$ cat src/rtl/wcnt_pkg.sv
package wcnt_pkg;

   typedef enum logic [1:0] {
      OP_HOLD = 2'b00,
      OP_DEC  = 2'b01,
      OP_INC  = 2'b10,
      OP_CLR  = 2'b11
   } step_op_e;

   function automatic step_op_e op_from_req(input logic up, input logic dn);
      step_op_e op;
      unique case ({up, dn})
         2'b10:   op = OP_INC;
         2'b01:   op = OP_DEC;
         2'b11:   op = OP_CLR;
         default: op = OP_HOLD;
      endcase
      return op;
   endfunction

endpackage

$ cat src/rtl/wcnt_next.sv
module wcnt_next
   import wcnt_pkg::*;
#(
   parameter int MODULUS = 9,
   parameter int CNT_W   = $clog2(MODULUS)
) (
   input  step_op_e         op,
   input  logic [CNT_W-1:0] cur,
   output logic [CNT_W-1:0] nxt,
   output logic             carry,
   output logic             borrow
);

   localparam logic [CNT_W-1:0] LAST = CNT_W'(MODULUS - 1);
   localparam bit FULL_RANGE = ((1 << CNT_W) == MODULUS);

   logic             at_top;
   logic             at_bot;
   logic [CNT_W-1:0] inc_val;
   logic [CNT_W-1:0] dec_val;

   assign at_bot = ~|cur;

   generate
      if (FULL_RANGE) begin : g_natural_wrap
         assign at_top  = &cur;
         assign inc_val = cur + 1'b1;
         assign dec_val = cur - 1'b1;
      end else begin : g_compare_wrap
         assign at_top  = (cur == LAST);
         assign inc_val = at_top ? '0 : cur + 1'b1;
         assign dec_val = at_bot ? LAST : cur - 1'b1;
      end
   endgenerate

   always_comb begin
      nxt    = cur;
      carry  = 1'b0;
      borrow = 1'b0;
      unique case (op)
         OP_INC: begin
            nxt   = inc_val;
            carry = at_top;
         end
         OP_DEC: begin
            nxt    = dec_val;
            borrow = at_bot;
         end
         OP_CLR: begin
            nxt    = '0;
            carry  = 1'b1;
            borrow = 1'b1;
         end
         default: ;
      endcase
   end

endmodule

$ cat src/rtl/wcnt_state_reg.sv
module wcnt_state_reg #(
   parameter int WIDTH = 4
) (
   input  logic             clk,
   input  logic [WIDTH-1:0] d,
   output logic [WIDTH-1:0] q
);

   logic [WIDTH-1:0] q_r = '0;

   always_ff @(posedge clk) begin
      q_r <= d;
   end

   assign q = q_r;

endmodule

$ cat src/rtl/wrap_updn_stage.sv
module wrap_updn_stage
   import wcnt_pkg::*;
#(
   parameter int MODULUS = 9,
   localparam int CNT_W  = $clog2(MODULUS)
) (
   input  logic             clk,
   input  logic             step_up,
   input  logic             step_dn,
   output logic [CNT_W-1:0] count,
   output logic             carry,
   output logic             borrow
);

   generate
      if (MODULUS < 2) begin : g_bad_modulus
         $error("wrap_updn_stage: MODULUS must be at least 2");
      end
      if (CNT_W < 1) begin : g_bad_width
         $error("wrap_updn_stage: derived count width must be positive");
      end
   endgenerate

   step_op_e         op;
   logic [CNT_W-1:0] cur_q;
   logic [CNT_W-1:0] nxt_d;

   assign op = op_from_req(step_up, step_dn);

   wcnt_next #(
      .MODULUS (MODULUS),
      .CNT_W   (CNT_W)
   ) next_i (
      .op     (op),
      .cur    (cur_q),
      .nxt    (nxt_d),
      .carry  (carry),
      .borrow (borrow)
   );

   wcnt_state_reg #(
      .WIDTH (CNT_W)
   ) reg_i (
      .clk (clk),
      .d   (nxt_d),
      .q   (cur_q)
   );

   assign count = cur_q;

endmodule

$ cat config.mk
export PLATFORM = sky130hd
export DESIGN_NAME = wrap_updn_stage
export DESIGN_NICKNAME = d
export VERILOG_FILES = /design/src/rtl/wcnt_pkg.sv /design/src/rtl/wcnt_next.sv /design/src/rtl/wcnt_state_reg.sv /design/src/rtl/wrap_updn_stage.sv
export SDC_FILE = /design/constraint.sdc
export NUM_CORES = 1
export LEC_CHECK = 0
export ABC_AREA = 0
export BUFFER_PORTS_ARGS = -buffer_cell sky130_fd_sc_hd__buf_2
export CORE_AREA = 3 3 40 42
export CTS_CLUSTER_SIZE = 30
export DETAILED_ROUTE_END_ITERATION = 7
export DIE_AREA = 0 0 43 45
export GPL_TIMING_DRIVEN = 0
export PLACE_DENSITY = 0.39
export SYNTH_ARGS = -nofsm -noshare
export SYNTH_HDL_FRONTEND = slang
export SYNTH_SLANG_ARGS = --single-unit
$ cat constraint.sdc
create_clock -name clk -period 1.8 [get_ports clk]
set_clock_uncertainty 0.15 [all_clocks]
set_input_delay 0.18 -clock clk [delete_from_list [all_inputs] [get_ports clk]]
set_output_delay 0.18 -clock clk [all_outputs]
set_load 0.01 [all_outputs]
==> flow_metrics.tcl <==
set metrics [dict create \
    status "finished clean" \
    maxCapViolations 0 \
    synthTopCellsByCount "5 x inv_1, 4 x edfxtp_1, 4 x nor2_1" \
    period_minus_slack_ps 1714 \
    synth_area_per_cell_um2 8.758 \
    power_frac_clock 0.217 \
    pin_count 9 \
    antennaDiodeCount 0 \
    vias 326 \
    path_cells "inv_2 -> ha_4 -> nor3b_4 -> nor2_1 -> nor2_1 -> buf_2" \
    combPwrFrac 0.463 \
    wl_per_cell_um 12.45 \
    intPower_mw 0.3220 \
    postPlaceCellArea_um2 374.1 \
    clock_path_buffers 2 \
    seq_power_share 0.320 \
    drt_iter0_drc 8 \
    dpl.hpwl_um 554.1 \
    drc 0 \
    netSwitchingFraction 0.3466 \
    clk_pin_slew_worst_paths_ps 40 \
    synth_cells 36 \
    synth.most_common_cell "inv_1" \
    start_util 0.2454 \
    start_kind "register" \
    cp_slowest_stage_delay_ps 410 \
    largest_reg_flops 4 \
    synth_area_leaders "edfxtp_1 38%, ha_1 7.9%, inv_1 6.0%, a21oi_1 4.8%, a211oi_1 4.8%" \
    crit_arrival_ps 1380 \
    grt_pass1_wl_um 1400 \
    synth_edf_count 4 \
    root_buffer "clkbuf_4" \
    maxSlewViolCount 0 \
    cp_max_fo 5 \
    portBuffers 8 \
    synth_area_leader_cell "edfxtp_1" \
    max_freq_ghz 0.5833 \
    cts_tree "done" \
    switchingPower_mw 0.1708 \
    dieHeight_um 45 \
    hp-class "in -> reg" \
    grt_max_degree 9 \
    grtUsageTotal 0.09866 \
    drtAntennaViolNets 0 \
    avgViaCountPerCell 4.866 \
    cts_made_buffers 3 \
    path_common_cell "nor2_1" \
    grt_pass1_vias 310 \
    p_per_area_nw_per_um2 1076 \
    cp_top_family "flip-flops" \
    critical-path-slowest-cell "edfxtp_1" \
    design_area_um2 457.9 \
    nets 59 \
    cp_data_required_time_ps 1470 \
    yosys_warnings 0 \
    first_pass_iters 4 \
    async_flop_share 0 \
    ys_seq_area_frac 0.3810 \
    clkSinkCount 4 \
    grt_util_met3 0.01195 \
    setup_slack_ps 85.50 \
    antenna_found_initial 0 \
    whs_path_depth 2 \
    cp_num_buf_inv 2 \
    fin_util 0.3564 \
    hold_viol_final 0 \
    fin_setup_tns_ps 0 \
    synth_fp_nets 41 \
    die_area_um2 1935 \
    worst_pin_slew_ps 321.3 \
    grt_use_met2 0.1737 \
    areaGrowthSynthToFinish_pct 45.24 \
    finalCritPeriodShare 0.9525 \
    totalWireLength_um 834 \
    setup_viol 0 \
    htreeDepth 1 \
    grt_util_met1 0.1171 \
    relSlewSlack 0.7830 \
    die_w_um 43 \
    coreArea_um2 1285 \
    ir_worst_vdd_mv 0.3894 \
    rows 13 \
    synth_area_um2 315.3 \
    gp_congestion 0.6995 \
    place_ws_ps -16.44 \
    crit_type "reg -> out" \
    clock_latency_ps 230 \
    synth_top_area_frac 0.3810 \
    rsz0062_at_grt "true" \
    reg2regPathDepth 6 \
    cp-end-kind "output pin" \
    yosysUniqueCellTypes 18 \
    ys.flop_type "edfxtp_1" \
    p_total_mw 0.4928 \
    ys_ff_latch 4 \
    drive_gt1_frac 0.4231 \
    p_leak_nw 0.2085 \
    cp.depth 6 \
    busiest_layer "met2" \
    grt-ovfl-total 0 \
]
path summary, 6_finish.rpt:
path / startpoint / endpoint / slack [ps]
max reg2reg: reg_i.q[0] / reg_i.q[3] / 90
min reg2reg: reg_i.q[1] / reg_i.q[1] / 680
min: step_dn / reg_i.q[2] / 190
max: reg_i.q[0] / borrow / 90
layer usage:
| layer | vias up | share of wire |
|---|---|---|
| met2 | 13 | 0.55 |
| met1 | 151 | 0.42 |
| met3 | 0 | 0.036 |
| met5 | - | 0 |
| met4 | 0 | 0 |
| li1 | 162 | - |
layout by cell type, fill, tap and decap left out, drive strengths merged:
master and n:
or2 1, nor2 4, ha 2, and3 1, and3b 1, buf 13
inv 5, nand3 1, a21oi 3, a311o 1, edfxtp 4, clkbuf 3
a211oi 2, o21bai 1, xnor2 1, o41ai 1, o21ai 2, o21a 2
nand2 3, nor3b 1
worst reg2reg max path, stage by stage (launching register included):
cell and delay [ps]:
edfxtp_1 410, buf_4 160, buf_4 150, o21bai_1 130, a21oi_1 80, a311o_1 320, a21oi_1 160
cell families (layout without fill, tap and decap cells):
logic type / Yosys count / count (layout) / share of synthesized area
buffers and inverters: 5 / 21 / 0.05953
AO/OA/AOI/OAI: 12 / 12 / 0.2579
flip-flops: 4 / 4 / 0.3810
XOR/XNOR: 1 / 1 / 0.02778
AND/OR/NAND/NOR: 12 / 12 / 0.1944
adder cells (fa/ha/maj): 2 / 2 / 0.07935
repair_timing:
action                                  4_1_cts  5_1_grt
pin swaps                                     0        2
gates cloned                                  0        0
endpoints found under the hold margin         0        0
gates resized for setup                       1        5
endpoints found under the setup margin        3        3
hold buffers                                  0        0
setup buffers                                 2        3
through the flow:
step / instances / hold WS, ps
final: 67 / 188.5
after global routing: 67 / 205.8
after CTS: 64 / 182.3
after detailed placement: 59 / 424.0
after global placement: 59 / 419.1
after floorplan: 36 / 229.7
power by group through the flow:
stage          registers (mW)  clock network [mW]  logic [mW]
2_1_floorplan           0.165                   0      0.0996
3_3_place_gp            0.162                   0       0.154
3_5_place_dp            0.163                   0       0.156
4_1_cts                 0.152               0.113       0.185
5_1_grt                 0.162               0.123       0.259
6_report                0.158               0.107       0.228
area by class of cell:
type,instances,area [um^2]
inverter,5,18.77
clock buffer,3,22.52
sequential,4,120.1
timing repair buffer,13,77.57
multi-input combinational,27,200.2
tap,15,18.77
fill,140,827.0
No activity file was read; power rests on OpenSTA's default activity.
